==> src/rtl/cdm_pkg.sv <==
package cdm_pkg;
   typedef enum logic [1:0] {
      CNT_HOLD  = 2'd0,
      CNT_INC   = 2'd1,
      CNT_CLEAR = 2'd2,
      CNT_LOAD  = 2'd3
   } cnt_op_e;
endpackage

==> src/rtl/cdm_congest_cmp.sv <==
module cdm_congest_cmp #(
   parameter int DEPTH_W = 10
) (
   input  logic [DEPTH_W-1:0] depth,
   input  logic [DEPTH_W-1:0] thresh,
   output logic               congested
);
   assign congested = (depth >= thresh);
endmodule

==> src/rtl/cdm_prescaler.sv <==
module cdm_prescaler #(
   parameter int PERIOD_W = 8
) (
   input  logic                clk,
   input  logic                rst_n,
   input  logic                active,
   input  logic [PERIOD_W-1:0] period,
   output logic                tick
);
   logic [PERIOD_W-1:0] phase;
   logic [PERIOD_W-1:0] period_q;
   logic                run;
   logic                last;

   assign run  = active && (period != '0) && (period == period_q);
   assign last = (phase == period - PERIOD_W'(1));
   assign tick = run && last;

   always_ff @(posedge clk) begin
      if (!rst_n) begin
         phase    <= '0;
         period_q <= '0;
      end else begin
         period_q <= period;
         if (!run || last) phase <= '0;
         else              phase <= phase + PERIOD_W'(1);
      end
   end
endmodule

==> src/rtl/cdm_sat_counter.sv <==
module cdm_sat_counter
   import cdm_pkg::*;
#(
   parameter int CNT_W    = 16,
   parameter bit SATURATE = 1'b1
) (
   input  logic             clk,
   input  logic             rst_n,
   input  logic             inc,
   input  logic             clr,
   input  logic             load,
   input  logic [CNT_W-1:0] load_val,
   output logic [CNT_W-1:0] value
);
   localparam logic [CNT_W-1:0] MAXV = '1;
   cnt_op_e          op;
   logic [CNT_W-1:0] inc_val;

   always_comb begin
      if (load)      op = CNT_LOAD;
      else if (clr)  op = CNT_CLEAR;
      else if (inc)  op = CNT_INC;
      else           op = CNT_HOLD;
   end

   generate
      if (SATURATE) begin : g_sat
         assign inc_val = (value == MAXV) ? value : value + CNT_W'(1);
      end else begin : g_wrap
         assign inc_val = value + CNT_W'(1);
      end
   endgenerate

   always_ff @(posedge clk) begin
      if (!rst_n) value <= '0;
      else begin
         case (op)
            CNT_LOAD:  value <= load_val;
            CNT_CLEAR: value <= '0;
            CNT_INC:   value <= inc_val;
            default:   value <= value;
         endcase
      end
   end
endmodule

==> src/rtl/cong_dur_mon.sv <==
module cong_dur_mon #(
   parameter int DEPTH_W  = 10,
   parameter int PERIOD_W = 8,
   parameter int CNT_W    = 16,
   parameter int REG_W    = 32,
   parameter bit SATURATE = 1'b1
) (
   input  logic                clk,
   input  logic                rst_n,
   input  logic [DEPTH_W-1:0]  q_depth,
   input  logic [DEPTH_W-1:0]  depth_thresh,
   input  logic [PERIOD_W-1:0] period,
   input  logic                rd_en,
   input  logic                wr_en,
   input  logic [REG_W-1:0]    wr_data,
   output logic [REG_W-1:0]    rd_data
);
   localparam int PAD_W = REG_W - CNT_W;

   generate
      if (CNT_W > REG_W) begin : g_bad_width
         $error("cong_dur_mon: CNT_W must not exceed REG_W");
      end
      if (PERIOD_W < 1 || DEPTH_W < 1) begin : g_bad_param
         $error("cong_dur_mon: PERIOD_W and DEPTH_W must be positive");
      end
   endgenerate

   logic             congested;
   logic             tick;
   logic [CNT_W-1:0] count;

   cdm_congest_cmp #(.DEPTH_W(DEPTH_W)) u_cmp (
      .depth     (q_depth),
      .thresh    (depth_thresh),
      .congested (congested)
   );

   cdm_prescaler #(.PERIOD_W(PERIOD_W)) u_pre (
      .clk    (clk),
      .rst_n  (rst_n),
      .active (congested),
      .period (period),
      .tick   (tick)
   );

   cdm_sat_counter #(.CNT_W(CNT_W), .SATURATE(SATURATE)) u_cnt (
      .clk      (clk),
      .rst_n    (rst_n),
      .inc      (tick),
      .clr      (rd_en),
      .load     (wr_en),
      .load_val (wr_data[CNT_W-1:0]),
      .value    (count)
   );

   generate
      if (PAD_W > 0) begin : g_pad
         assign rd_data = {{PAD_W{1'b0}}, count};
      end else begin : g_nopad
         assign rd_data = count;
      end
   endgenerate
endmodule

==> config.mk <==
export PLATFORM = sky130hd
export DESIGN_NAME = cong_dur_mon
export DESIGN_NICKNAME = d
export VERILOG_FILES = /design/src/rtl/cdm_pkg.sv /design/src/rtl/cdm_congest_cmp.sv /design/src/rtl/cdm_prescaler.sv /design/src/rtl/cdm_sat_counter.sv /design/src/rtl/cong_dur_mon.sv
export SDC_FILE = /design/constraint.sdc
export NUM_CORES = 1
export LEC_CHECK = 0
export BUFFER_PORTS_ARGS = -buffer_cell sky130_fd_sc_hd__buf_2
export CAP_MARGIN = 25
export CORE_UTILIZATION = 44
export CTS_CLUSTER_SIZE = 8
export DETAILED_ROUTE_END_ITERATION = 10
export GPL_ROUTABILITY_DRIVEN = 0
export GPL_TIMING_DRIVEN = 0
export PLACE_DENSITY = 0.75
export SLEW_MARGIN = 20
export SYNTH_ARGS = -nofsm -noshare
export SYNTH_HDL_FRONTEND = slang
export SYNTH_SLANG_ARGS = --single-unit
==> constraint.sdc <==
create_clock -name clk -period 3.6 [get_ports clk]
set_clock_uncertainty 0.05 [all_clocks]
set_input_delay 0.54 -clock clk [delete_from_list [all_inputs] [get_ports clk]]
set_output_delay 0.54 -clock clk [all_outputs]
set_load 0.01 [all_outputs]
==> results.md, run 1 <==
- Outcome: completed
- Finished Core Util: 57.57%
- Async SR Flop Fraction: 0%
- Syn. warnings: 0
- Row count: 26
- Crit path DAT: 3.52 ns
- Largest cells by area after synthesis: dfxtp_1 27%, ha_1 7.3%, xor2_1 6.6%
- Initial antenna violation count: 0
- Tmin final: 3.392 ns
- Worst setup path class: in2reg
- Share of the synthesized area in the top cell type: 26.82%
- Detail Route Antenna Nets: 0
- CTS tree: yes
- Seq/Total Area, Yosys: between 20% and 30%
- Via count: 2,331
- Crit start category: primary input
- TNS Setup: 0 ns
- Cell variety after synth: 48
- Die ar.: 5727 um^2
- Final net count: approximately 460
- # IOs: 96
- Maximum VDD drop: 0.0002179 V
- Final hold violations: 0
- Final instance area: slightly below 3000 um^2
- Core ar.: 5172 um^2
- CTS root buf: clkbuf_8
- Drt total wl: 5.545 mm
- CTS clk-pin slew, worst paths: roughly 0.070 ns
- MaxCap Viol Count: 0
- Filler cells: 506
- Port Buffers: around 60
- Number of global-route vias before repair: between 2,000 and 2,500
- DP HPWL: approximately 4.1 mm
- Max Root-Sink Buffers: 2
- Vias per cell: ~5.2
- FF/Latch Area: roughly 640 um^2
- Tot Pwr: 937.8 uW
- Total leakage power: between 1 and 1.5 nW
- DP Area: 2828 um^2
- Largest net degree at the start of global routing: 11
- Share of layout cells above drive strength 1: 27.97%
- DR DRC count: 0
- Area of the multi-input gates: roughly 1600 um^2
- Worst skew pair latency: 0.29 ns
- Power Density: 314.9 nW/um^2
- Min-Delay Path Class: in2reg
- Avg WL per Cell: 12.35 um
- CTS Buf Count: 5
- H-Tree Depth: 2
- Clk sinks: 32
- Top FF cell, synth: dfxtp_1
- Critical Path Fanout Max: 10
- Final Setup Violations: 0
- Synth area leader: dfxtp_1
- Min Hold Slack: around 0.45 ns
- Initial Util: a little under half
- Max-slew violation count: 0
- Initial DRC count: 122
- Area delta synth->final: 24.67%
- Final period util: between 90% and 100%
- Gr usage total: 20.22%
- Seq cells post-synth: 32
- Syn Inst Count: approximately 300
- Crit end category: flop
- Netlist Area Pre-Place: around 2400 um^2
- Max Freq: 294.8 MHz
- Mapped Avg Cell Area: 8.042 um^2
- Drt first pass iters: 4
- DIE HEIGHT: around 76 um
- Inserted Diodes: 0
- GRT overflow: 0
- Post-synth EDFFs: 0
- DIE WIDTH: 75.68 um
- CP required: 3.72 ns
- Global-route wire length before repair: 8.763 mm
==> worst max-delay path: stages <==
cell and delay [ns]:
buf_2 0.16, inv_1 0.06, ha_1 0.18, buf_2 0.18
o21ba_2 0.23, a221oi_2 0.29, a41oi_2 0.10, a211o_1 0.28
o41ai_2 0.21, ha_2 0.26, nand2_1 0.05, or2_2 0.29
o21a_1 0.20, buf_6 0.14, buf_6 0.14, o21ai_0 0.15
nor2_1 0.06
==> where the power goes <==
group	internal (mW)	switching, mW
Clock	0.205	0.135
Combinational	0.0986	0.108
Sequential	0.371	0.0195
Total	0.675	0.263
==> stage by stage <==
| stage | instances | setup WS [ns] |
|---|---|---|
| after floorplan | 312 | 0.1133 |
| after global placement | 441 | -0.3352 |
| after detailed placement | 441 | -0.3958 |
| after CTS | 449 | 0.09477 |
| after global routing | 449 | -0.03931 |
| final | 449 | 0.2077 |
==> per-layer routing <==
layer | track usage, % | wire (um) | share of wire [%] | up-vias
met2 | 35.32 | 2823 | 51 | 84
met5 | 0 | 0 | 0 | -
met3 | 3.571 | 328 | 5.9 | 9
met4 | 8.436 | 97 | 1.7 | 0
met1 | 24.47 | 2296 | 41 | 1052
li1 | - | - | - | 1186
==> path summary, 6_finish.rpt <==
path	startpoint	endpoint	slack, ns	cells past startpoint
max	period[0]	u_cnt.value[13]	0.21	17
min	period[2]	u_pre.period_q[2]	0.45	2
max reg2reg	u_pre.phase[2]	u_cnt.value[13]	0.59	14
min reg2reg	u_cnt.value[6]	u_cnt.value[6]	0.46	2
==> kinds of logic after synthesis <==
group | after synthesis | synth area share, %
AOI/OAI and AO/OA | 60 | 18.44
xor gates and xnor gates | 30 | 11.00
adders and majority gates | 14 | 7.334
buffers and inverters | 49 | 11.63
DFF | 32 | 26.82
other | 1 | 0.1570
and+or+nand+nor | 111 | 24.62
==> final cells by class <==
class                   count  share of cell area, %
plain buffers              32                  7.227
clock buffers               6                  2.437
clock inverters             2                  1.176
inverters                  16                  2.017
multi-input cells         231                  52.52
flip-flops and latches     32                  21.51
well taps                  70                  2.941
repair buffers             60                  10.17
==> cells in the mapped netlist (all sizes together) (8+ instances only) <==
library cell / count
nand3: 17
inv: 16
buf: 24
nor4: 15
a21oi: 9
clkbuf: 9
o21ai: 19
xor2: 18
xnor2: 12
dfxtp: 32
and2: 8
a221oi: 9
nor2: 15
nand2: 29
ha: 14
==> state kept, by name, indices dropped and copies added, names as in the netlist <==
| register | cells |
|---|---|
| u_pre.period_q | 8 |
| u_cnt.value | 16 |
| u_pre.phase | 8 |
==> cells in the final DEF, fill, tap and decap left out, types with 2 or more instances in the layout <==
cell type,n
nand2b_1,5
dfxtp_1,32
nor2_1,15
o41ai_2,2
o211a_1,2
a21oi_1,9
and2_1,8
nor4_1,14
clkbuf_1,8
buf_6,3
o21a_1,2
or3_1,4
xor2_1,18
o31ai_1,4
inv_1,16
ha_1,13
nand3_1,17
conb_1,16
a21o_1,2
nand4_1,4
and3_1,2
buf_2,62
o21ai_0,17
a211o_1,2
clkbuf_8,5
xnor2_1,12
nand2_1,29
nor3_1,5
o211ai_1,2
buf_4,19
a221oi_1,7
==> what timing repair did <==
| action | CTS | global route |
|---|---|---|
| resized for setup | 2 | 5 |
| buffers inserted | 0 | 1 |
| endpoints found under the setup margin | 11 | 16 |
| hold buffers | 0 | 0 |
| pin swaps | 0 | 1 |
Note: power is estimated with default switching activity, not from simulation.
==> run 2, diff against run 1 <==
--- a/config.mk
+++ b/config.mk
@@ -12,8 +12,9 @@
 export DETAILED_ROUTE_END_ITERATION = 10
 export GPL_ROUTABILITY_DRIVEN = 0
 export GPL_TIMING_DRIVEN = 0
-export PLACE_DENSITY = 0.75
+export PLACE_DENSITY = 0.74
 export SLEW_MARGIN = 20
 export SYNTH_ARGS = -nofsm -noshare
 export SYNTH_HDL_FRONTEND = slang
+export SYNTH_HIERARCHICAL = 1
 export SYNTH_SLANG_ARGS = --single-unit
==> run 2 against run 1 <==
Compared with the run above: first-iteration DRC count decreased by 57%; clock power is 26% lower; sequential share of layout area increased by 0.17 points; register-to-register slack got worse by 0.06 ns; clock-buffer cell count fell by 1.
==> results.md, run 2 <==
- Max reg flops: 16 (unchanged)
- CTS tree: yes (unchanged)
- Crit start category: primary input (unchanged)
- Synth area leader: dfxtp_1 (unchanged)
- Largest cells by area after synthesis: dfxtp_1 27%, ha_1 7.8%, xor2_1 5.1% (was dfxtp_1 27%, ha_1 7.3%, xor2_1 6.6%)
- Worst skew pair latency: 0.29 ns (about the same)
- Vias per cell: 5.253 (was 5.192)
- H-Tree Depth: 2 (unchanged)
- CTS Buf Count: 5 (unchanged)
- Inserted Diodes: 0 (unchanged)
- Detail Route Antenna Nets: 0 (unchanged)
- Gr usage total: 20.57% (was 20.22%)
- Core ar.: 5205 um^2 (was 5172 um^2)
- Number of global-route vias before repair: 2,016 (was 2,022)
- Syn Inst Count: 286 (was 297)
- Top post-synthesis cells by count: 32 x dfxtp_1, 20 x inv_1, 19 x o21ai_0 (was 32 x dfxtp_1, 29 x nand2_1, 18 x buf_4, 18 x xor2_1)
- Commonest non-fill, non-tap cells in the layout: 63 x buf_2, 32 x dfxtp_1, 20 x inv_1, 19 x o21ai_0, 17 x buf_4 (was 62 x buf_2, 32 x dfxtp_1, 29 x nand2_1, 19 x buf_4, 18 x xor2_1)
- Max Freq: 296.7 MHz (was 294.8 MHz)
- Area delta synth->final: 22.46% (was 24.67%)
- Maximum VDD drop: 0.0002791 V (was 0.0002179 V)
- Die ar.: 5783 um^2 (was 5727 um^2)
- Max Root-Sink Buffers: 2 (unchanged)
- CTS clk-pin slew, worst paths: 0.06 ns (was 0.07 ns)
- Commonest non-fill, non-tap cell in the layout: buf_2 (unchanged)
- Total leakage power: 1.414 nW (was 1.375 nW)
- Initial Util: 46.35% (was 46.18%)
- Crit end category: flop (unchanged)
- Count leader, synth: dfxtp_1 (unchanged)
- DR DRC count: 0 (unchanged)
- GRT overflow: 0 (unchanged)
- Global-route wire length before repair: 9.646 mm (was 8.763 mm)
- Final hold violations: 0 (unchanged)
- Share of the synthesized area in the top cell type: 26.56% (was 26.82%)
- Top Registers: u_cnt/value: 16 flops, u_pre/period_q: 8 flops, u_pre/phase: 8 flops (was u_cnt.value: 16 flops, u_pre.period_q: 8 flops, u_pre.phase: 8 flops)
- DIE WIDTH: 76.05 um (was 75.68 um)
- Worst slew pin tran: 0.5876 ns
- DIE HEIGHT: 76.05 um (was 75.68 um)
- Final period util: 93.63% (was 94.23%)
- Seq/Total Area, Yosys: 26.56% (was 26.82%)
- Initial DRC count: 52 (was 122)
- Worst setup path class: in2reg (unchanged)
- Async SR Flop Fraction: 0% (unchanged)
- Avg WL per Cell: 12.86 um (was 12.35 um)
- CP required: 3.76 ns (was 3.72 ns)
- Clk sinks: 32 (unchanged)
- CTS root buf: clkbuf_8 (unchanged)
- Drt first pass iters: 4 (unchanged)
- Seq cells post-synth: 32 (unchanged)
- Tot Pwr: 835.4 uW (was 937.8 uW)
- Largest net degree at the start of global routing: 11 (unchanged)
- Max-slew violation count: 0 (unchanged)
- Min Hold Slack: 0.4439 ns (was 0.4535 ns)
- Netlist Area Pre-Place: 2412 um^2 (was 2389 um^2)
- Outcome: completed (unchanged)
- Share of layout cells above drive strength 1: 29.08% (was 27.97%)
- Top FF cell, synth: dfxtp_1 (unchanged)
- Power Density: 282.8 nW/um^2 (was 314.9 nW/um^2)
- Final Setup Violations: 0 (unchanged)
- Cell variety after synth: 61 (was 48)
- Tmin final: 3.371 ns (was 3.392 ns)
- # IOs: 96 (unchanged)
- Min-Delay Path Class: in2reg (unchanged)
- Drt total wl: 5.632 mm (was 5.545 mm)
- DP Area: 2861 um^2 (was 2828 um^2)
- DP HPWL: 4.275 mm (was 4.116 mm)
- RSZ-0062 raised after global routing: false
- Post-synth EDFFs: 0 (unchanged)
- CTS Hold Bufs: 0 (unchanged)
- Crit path DAT: 3.53 ns (was 3.52 ns)
- Row count: 26 (unchanged)
- Reg with most FFs: u_cnt/value (was u_cnt.value)
- Via count: 2,301 (was 2,331)
- Syn. warnings: 6 (was 0)
- Port Buffers: 61 (was 59)
- TNS Setup: 0 ns (unchanged)
- MaxCap Viol Count: 0 (unchanged)
- Final instance area: 2954 um^2 (was 2978 um^2)
- Worst relative slew slack: 60.52%
- Mapped Avg Cell Area: 8.435 um^2 (was 8.042 um^2)
- Critical Path Fanout Max: 10 (unchanged)
- Initial antenna violation count: 0 (unchanged)
- Final net count: 449 (was 456)
run 2: changes by cell type after synthesis, moves of 3 or more:
| cell | previous run | this run |
|---|---|---|
| a21oi_1 | 9 | 12 |
| and4_1 | 1 | 9 |
| clkbuf_1 | 9 | 4 |
| inv_1 | 16 | 20 |
| nand2_1 | 29 | 16 |
| nand2b_1 | 5 | 1 |
| nor4_1 | 14 | 1 |
| xor2_1 | 18 | 14 |
run 2: worst paths after layout:
check | startpoint | end | slack [ns] | cells after the start
hold reg to reg | u_cnt/value[5] | u_cnt/value[5] | 0.49 | 2
hold / removal | period[4] | u_pre/period_q[4] | 0.44 | 2
setup reg to reg | u_pre/phase[4] | u_cnt/value[8] | 0.53 | 12
setup / recovery | period[0] | u_cnt/value[8] | 0.23 | 15
run 2: critical path: stages:
cell and delay (ns):
buf_2 0.13, inv_1 0.06, ha_1 0.17, nand2b_1 0.13, or3_2 0.49, a221oi_2 0.32
o211ai_2 0.14, nor3_1 0.15, a21oi_1 0.14, ha_4 0.34, nand2_1 0.08, clkbuf_2 0.21
nor4b_1 0.32, o21ai_0 0.11, a21boi_0 0.19
run 2: cells by family (layout without fill, tap and decap cells):
| group | Yosys count | count (layout) | synth area share [%] |
|---|---|---|---|
| other | 1 | 16 | 0.1555 |
| flip-flops | 32 | 32 | 26.56 |
| adder cells (fa/ha/maj) | 15 | 15 | 7.780 |
| AND/OR/NAND/NOR | 101 | 101 | 25.21 |
| buffers and inverters | 46 | 113 | 11.00 |
| multiplexers | 2 | 2 | 0.8817 |
| AO/OA/AOI/OAI | 61 | 61 | 17.69 |
| XOR/XNOR | 28 | 28 | 10.74 |
run 2: report_power, final:
group | internal, mW | switching (mW)
registers | 0.371 | 0.0201
clock network | 0.124 | 0.125
logic | 0.0966 | 0.0977
run 2: metrics by stage:
stage	cells	setup WS (ns)	util (%)
6_report	438	0.2294	56.75
5_1_grt	438	0.006782	56.75
4_1_cts	437	0.04080	56.32
3_5_place_dp	432	-0.3106	54.98
3_3_place_gp	432	-0.2603	54.98
2_1_floorplan	301	0.2709	-
run 2: timing repair:
action	in CTS	in global routing
setup endpoints to repair	2	15
pin swaps	0	2
setup buffers	0	1
gates resized for setup	1	3
run 2: layout make-up:
class / instances / area, um^2
inverters: 20 / 75.07
repair buffers: 62 / 312.8
well taps: 70 / 87.58
fillers: 511 / 2251
plain buffers: 26 / 191.4
flip-flops and latches: 32 / 640.6
clock buffers: 5 / 68.82
multi-input cells: 223 / 1578
run 2: metal layers:
metal | part of all wire (%) | wire, um | global-route usage [%] | up-vias
li1 | - | - | - | 1158
met1 | 45 | 2557 | 27.61 | 1051
met2 | 47 | 2633 | 32.91 | 82
met3 | 6.3 | 354 | 4.072 | 10
met4 | 1.5 | 86 | 6.923 | 0
met5 | 0 | 0 | 0 | -
==> run 3, diff against run 2 <==
--- a/config.mk
+++ b/config.mk
@@ -12,9 +12,9 @@
 export DETAILED_ROUTE_END_ITERATION = 10
 export GPL_ROUTABILITY_DRIVEN = 0
 export GPL_TIMING_DRIVEN = 0
-export PLACE_DENSITY = 0.74
+export PLACE_DENSITY = 0.75
+export RECOVER_POWER = 100
 export SLEW_MARGIN = 20
 export SYNTH_ARGS = -nofsm -noshare
 export SYNTH_HDL_FRONTEND = slang
-export SYNTH_HIERARCHICAL = 1
 export SYNTH_SLANG_ARGS = --single-unit
==> run 3 against run 2 <==
Compared with the run above: register-to-register slack gained 0.09 ns; cell area down 0.30%; sequential power barely moved; global-route usage shrank 0.35 points; clock power rose by 36%; sequential cell count is the same; final cell count is 2.5% higher; critical path depth is 2 higher; combinational power up 5%; first-iteration DRC count is 130% higher; total power rose by 12%.
==> results.md, run 3 (synthesis results as in run 1) <==
- Outcome: completed (unchanged)
- Share of layout cells above drive strength 1: 23.48% (was 29.08%)
- Tot Pwr: 934.1 uW (was 835.4 uW)
- Avg WL per Cell: 12.38 um (was 12.86 um)
- DP Area: 2828 um^2 (was 2861 um^2)
- R2R Setup Slk: 0.62 ns (was 0.53 ns)
- Max Root-Sink Buffers: 2 (unchanged)
- Initial DRC count: 120 (was 52)
- Row count: 26 (unchanged)
- Commonest non-fill, non-tap cell in the layout: buf_2 (unchanged)
- Power Density: 317.1 nW/um^2 (was 282.8 nW/um^2)
- Largest net degree at the start of global routing: 11 (unchanged)
- CTS Buf Count: 5 (unchanged)
- CTS root buf: clkbuf_8 (unchanged)
- Pre-CTS setup slack: -0.3958 ns (was -0.3106 ns)
- Inserted Diodes: 0 (unchanged)
- Worst R2R Start: u_pre.phase[2] (was u_pre/phase[4])
- Core ar.: 5172 um^2 (was 5205 um^2)
- Initial antenna violation count: 0 (unchanged)
- GRT overflow: 0 (unchanged)
- Vias per cell: 5.261 (was 5.253)
- Max-slew violation count: 0 (unchanged)
- Drt first pass iters: 4 (unchanged)
- Worst relative slew slack: 34.42% (was 60.52%)
- CTS clk-pin slew, worst paths: 0.07 ns (was 0.06 ns)
- CP required: 3.72 ns (was 3.76 ns)
- Max Freq: 297.6 MHz (was 296.7 MHz)
- Tmin final: 3.360 ns (was 3.371 ns)
- Final net count: 456 (was 449)
- Min-Delay Path Class: in2reg (unchanged)
- Detail Route Antenna Nets: 0 (unchanged)
- Final period util: 93.33% (was 93.63%)
- Maximum VDD drop: 0.0002178 V (was 0.0002791 V)
- Filler cells: 518 (was 511)
- HP Start: period[2] (was period[4])
- Clk sinks: 32 (unchanged)
- Drt total wl: 5.558 mm (was 5.632 mm)
- Reg with most FFs: u_cnt.value (was u_cnt/value)
- Global-route wire length before repair: 8.763 mm (was 9.646 mm)
- CTS tree: yes (unchanged)
- R2r worst-path depth: 14 (was 12)
- CTS Hold Bufs: 0 (unchanged)
- Crit-path cells: buf_2 -> inv_1 -> ha_1 -> buf_2 -> o21ba_2 -> a221oi_2 -> a41oi_2 -> a211o_1 -> o41ai_2 -> ha_2 -> nand2_1 -> or2_2 -> o21a_1 -> buf_6 -> buf_6 -> o21ai_0 -> nor2_1 (was buf_2 -> inv_1 -> ha_1 -> nand2b_1 -> or3_2 -> a221oi_2 -> o211ai_2 -> nor3_1 -> a21oi_1 -> ha_4 -> nand2_1 -> clkbuf_2 -> nor4b_1 -> o21ai_0 -> a21boi_0)
- Critical path's top delay family: compound AO/OA/AOI/OAI gates (was simple AND/OR/NAND/NOR gates)
- DP HPWL: 4.116 mm (was 4.275 mm)
- DIE HEIGHT: 75.68 um (was 76.05 um)
- # placed instances: 441 (was 432)
- Area delta synth->final: 23.31% (was 22.46%)
- Gr usage total: 20.22% (was 20.57%)
- Min Hold Slack: 0.4548 ns (was 0.4439 ns)
- Port Buffers: 59 (was 61)
- Min-Delay Path Depth: 2 (unchanged)
- Final hold violations: 0 (unchanged)
- Crit end category: flop (unchanged)
- DR DRC count: 0 (unchanged)
- Max reg flops: 16 (unchanged)
- MaxCap Viol Count: 0 (unchanged)
- Final instance area: 2945 um^2 (was 2954 um^2)
- DIE WIDTH: 75.68 um (was 76.05 um)
- Via count: 2,362 (was 2,301)
- Commonest non-fill, non-tap cells in the layout: 46 x buf_2, 32 x dfxtp_1, 29 x nand2_1, 24 x clkbuf_1, 19 x buf_4 (was 63 x buf_2, 32 x dfxtp_1, 20 x inv_1, 19 x o21ai_0, 17 x buf_4)
- Worst skew pair latency: 0.29 ns (about the same)
- Total leakage power: 1.309 nW (was 1.414 nW)
- Die ar.: 5727 um^2 (was 5783 um^2)
- Hold Path Sink: u_pre.period_q[2] (was u_pre/period_q[4])
- Worst slew pin tran: 0.9777 ns (was 0.5876 ns)
- Non-filler cells in the finished layout: 449 (was 438)
- Top Registers: u_cnt.value: 16 flops, u_pre.period_q: 8 flops, u_pre.phase: 8 flops (was u_cnt/value: 16 flops, u_pre/period_q: 8 flops, u_pre/phase: 8 flops)
- CP bufs+invs: 5 (was 3)
- Final WS setup: 0.2401 ns (was 0.2294 ns)
- Final Setup Violations: 0 (unchanged)
- Critical-path top delay cell: a221oi_2 (was or3_2)
- Worst setup path class: in2reg (unchanged)
- # IOs: 96 (unchanged)
- Number of global-route vias before repair: 2,022 (was 2,016)
- H-Tree Depth: 2 (unchanged)
- R2r endpoint: u_cnt.value[13] (was u_cnt/value[8])
- Critical Path Fanout Max: 10 (unchanged)
- Crit path DAT: 3.48 ns (was 3.53 ns)
- Initial Util: 46.18% (was 46.35%)
- Crit start category: primary input (unchanged)
- Largest stage delay, worst path: 0.29 ns (was 0.49 ns)
[run 3: changes by cell type in the layout (fill, tap and decap cells not counted), moves of 3 or more]
cell / previous run / this run
a21oi_1: 12 / 9
nand2_1: 16 / 29
and2_1: 9 / 4
nand2b_1: 1 / 5
nor2b_1: 3 / 0
and4_1: 9 / 1
buf_2: 63 / 46
inv_1: 20 / 16
clkbuf_1: 3 / 24
and2_0: 0 / 4
xor2_1: 14 / 18
nor4_1: 1 / 14
[run 3: layer usage]
layer	track usage, %	wire length, um
met5	0	0
met4	8.436	107
met2	35.32	2789
met3	3.571	298
met1	24.47	2362
[run 3: what timing repair did]
action | CTS | global route
setup buffers | 0 | 1
hold endpoints to repair | 0 | 0
pin swaps | 0 | 1
setup endpoints to repair | 11 | 16
gates resized for setup | 2 | 5
[run 3: through the flow]
step | setup TNS, ns | util, %
floorplan | 0 | -
global placement | -4.172 | 54.67
detailed placement | -4.943 | 54.67
CTS | 0 | 56.99
global route | -0.02849 | 56.94
finish | 0 | 56.94
[run 3: worst max path at each step]
stage | start | endpoint | slack, ns | cells after the start
after floorplan | period[0] | u_cnt.value[0] | 0.11 | 16
after global placement | q_depth[3] | u_cnt.value[10] | -0.34 | 13
after detailed placement | q_depth[3] | u_cnt.value[10] | -0.40 | 13
after CTS | period[0] | u_cnt.value[7] | 0.09 | 15
after global routing | period[0] | u_cnt.value[14] | -0.02 | 17
final | period[0] | u_cnt.value[13] | 0.24 | 17
[run 3: layout make-up]
type                            count  area, um^2  share of cell area, %
Buffer                             32       215.2                  7.307
Clock buffer                        6       72.57                  2.464
Clock inverter                      2       35.03                  1.189
Inverter                           16       60.06                  2.039
Multi-Input combinational cell    231        1551                  52.68
Sequential cell                    32       640.6                  21.75
Tap cell                           70       87.58                  2.974
Timing Repair Buffer               60       282.8                  9.601
[run 3: report_power, final]
part	total, mW	switching, mW	leakage [nW]	internal (mW)
combinational	0.203	0.108	0.991	0.0951
clock	0.340	0.135	0.0552	0.205
sequential	0.391	0.0197	0.263	0.371
[run 3: worst reg2reg max path, cell delays in order (launching register included)]
cell	delay, ns
dfxtp_1	0.29
buf_2	0.16
o21ba_2	0.21
a221oi_2	0.29
a41oi_2	0.08
a211o_1	0.27
o41ai_2	0.21
ha_2	0.26
nand2_1	0.05
or2_2	0.29
o21a_1	0.20
buf_6	0.14
buf_6	0.14
o21ai_0	0.15
nor2_1	0.06
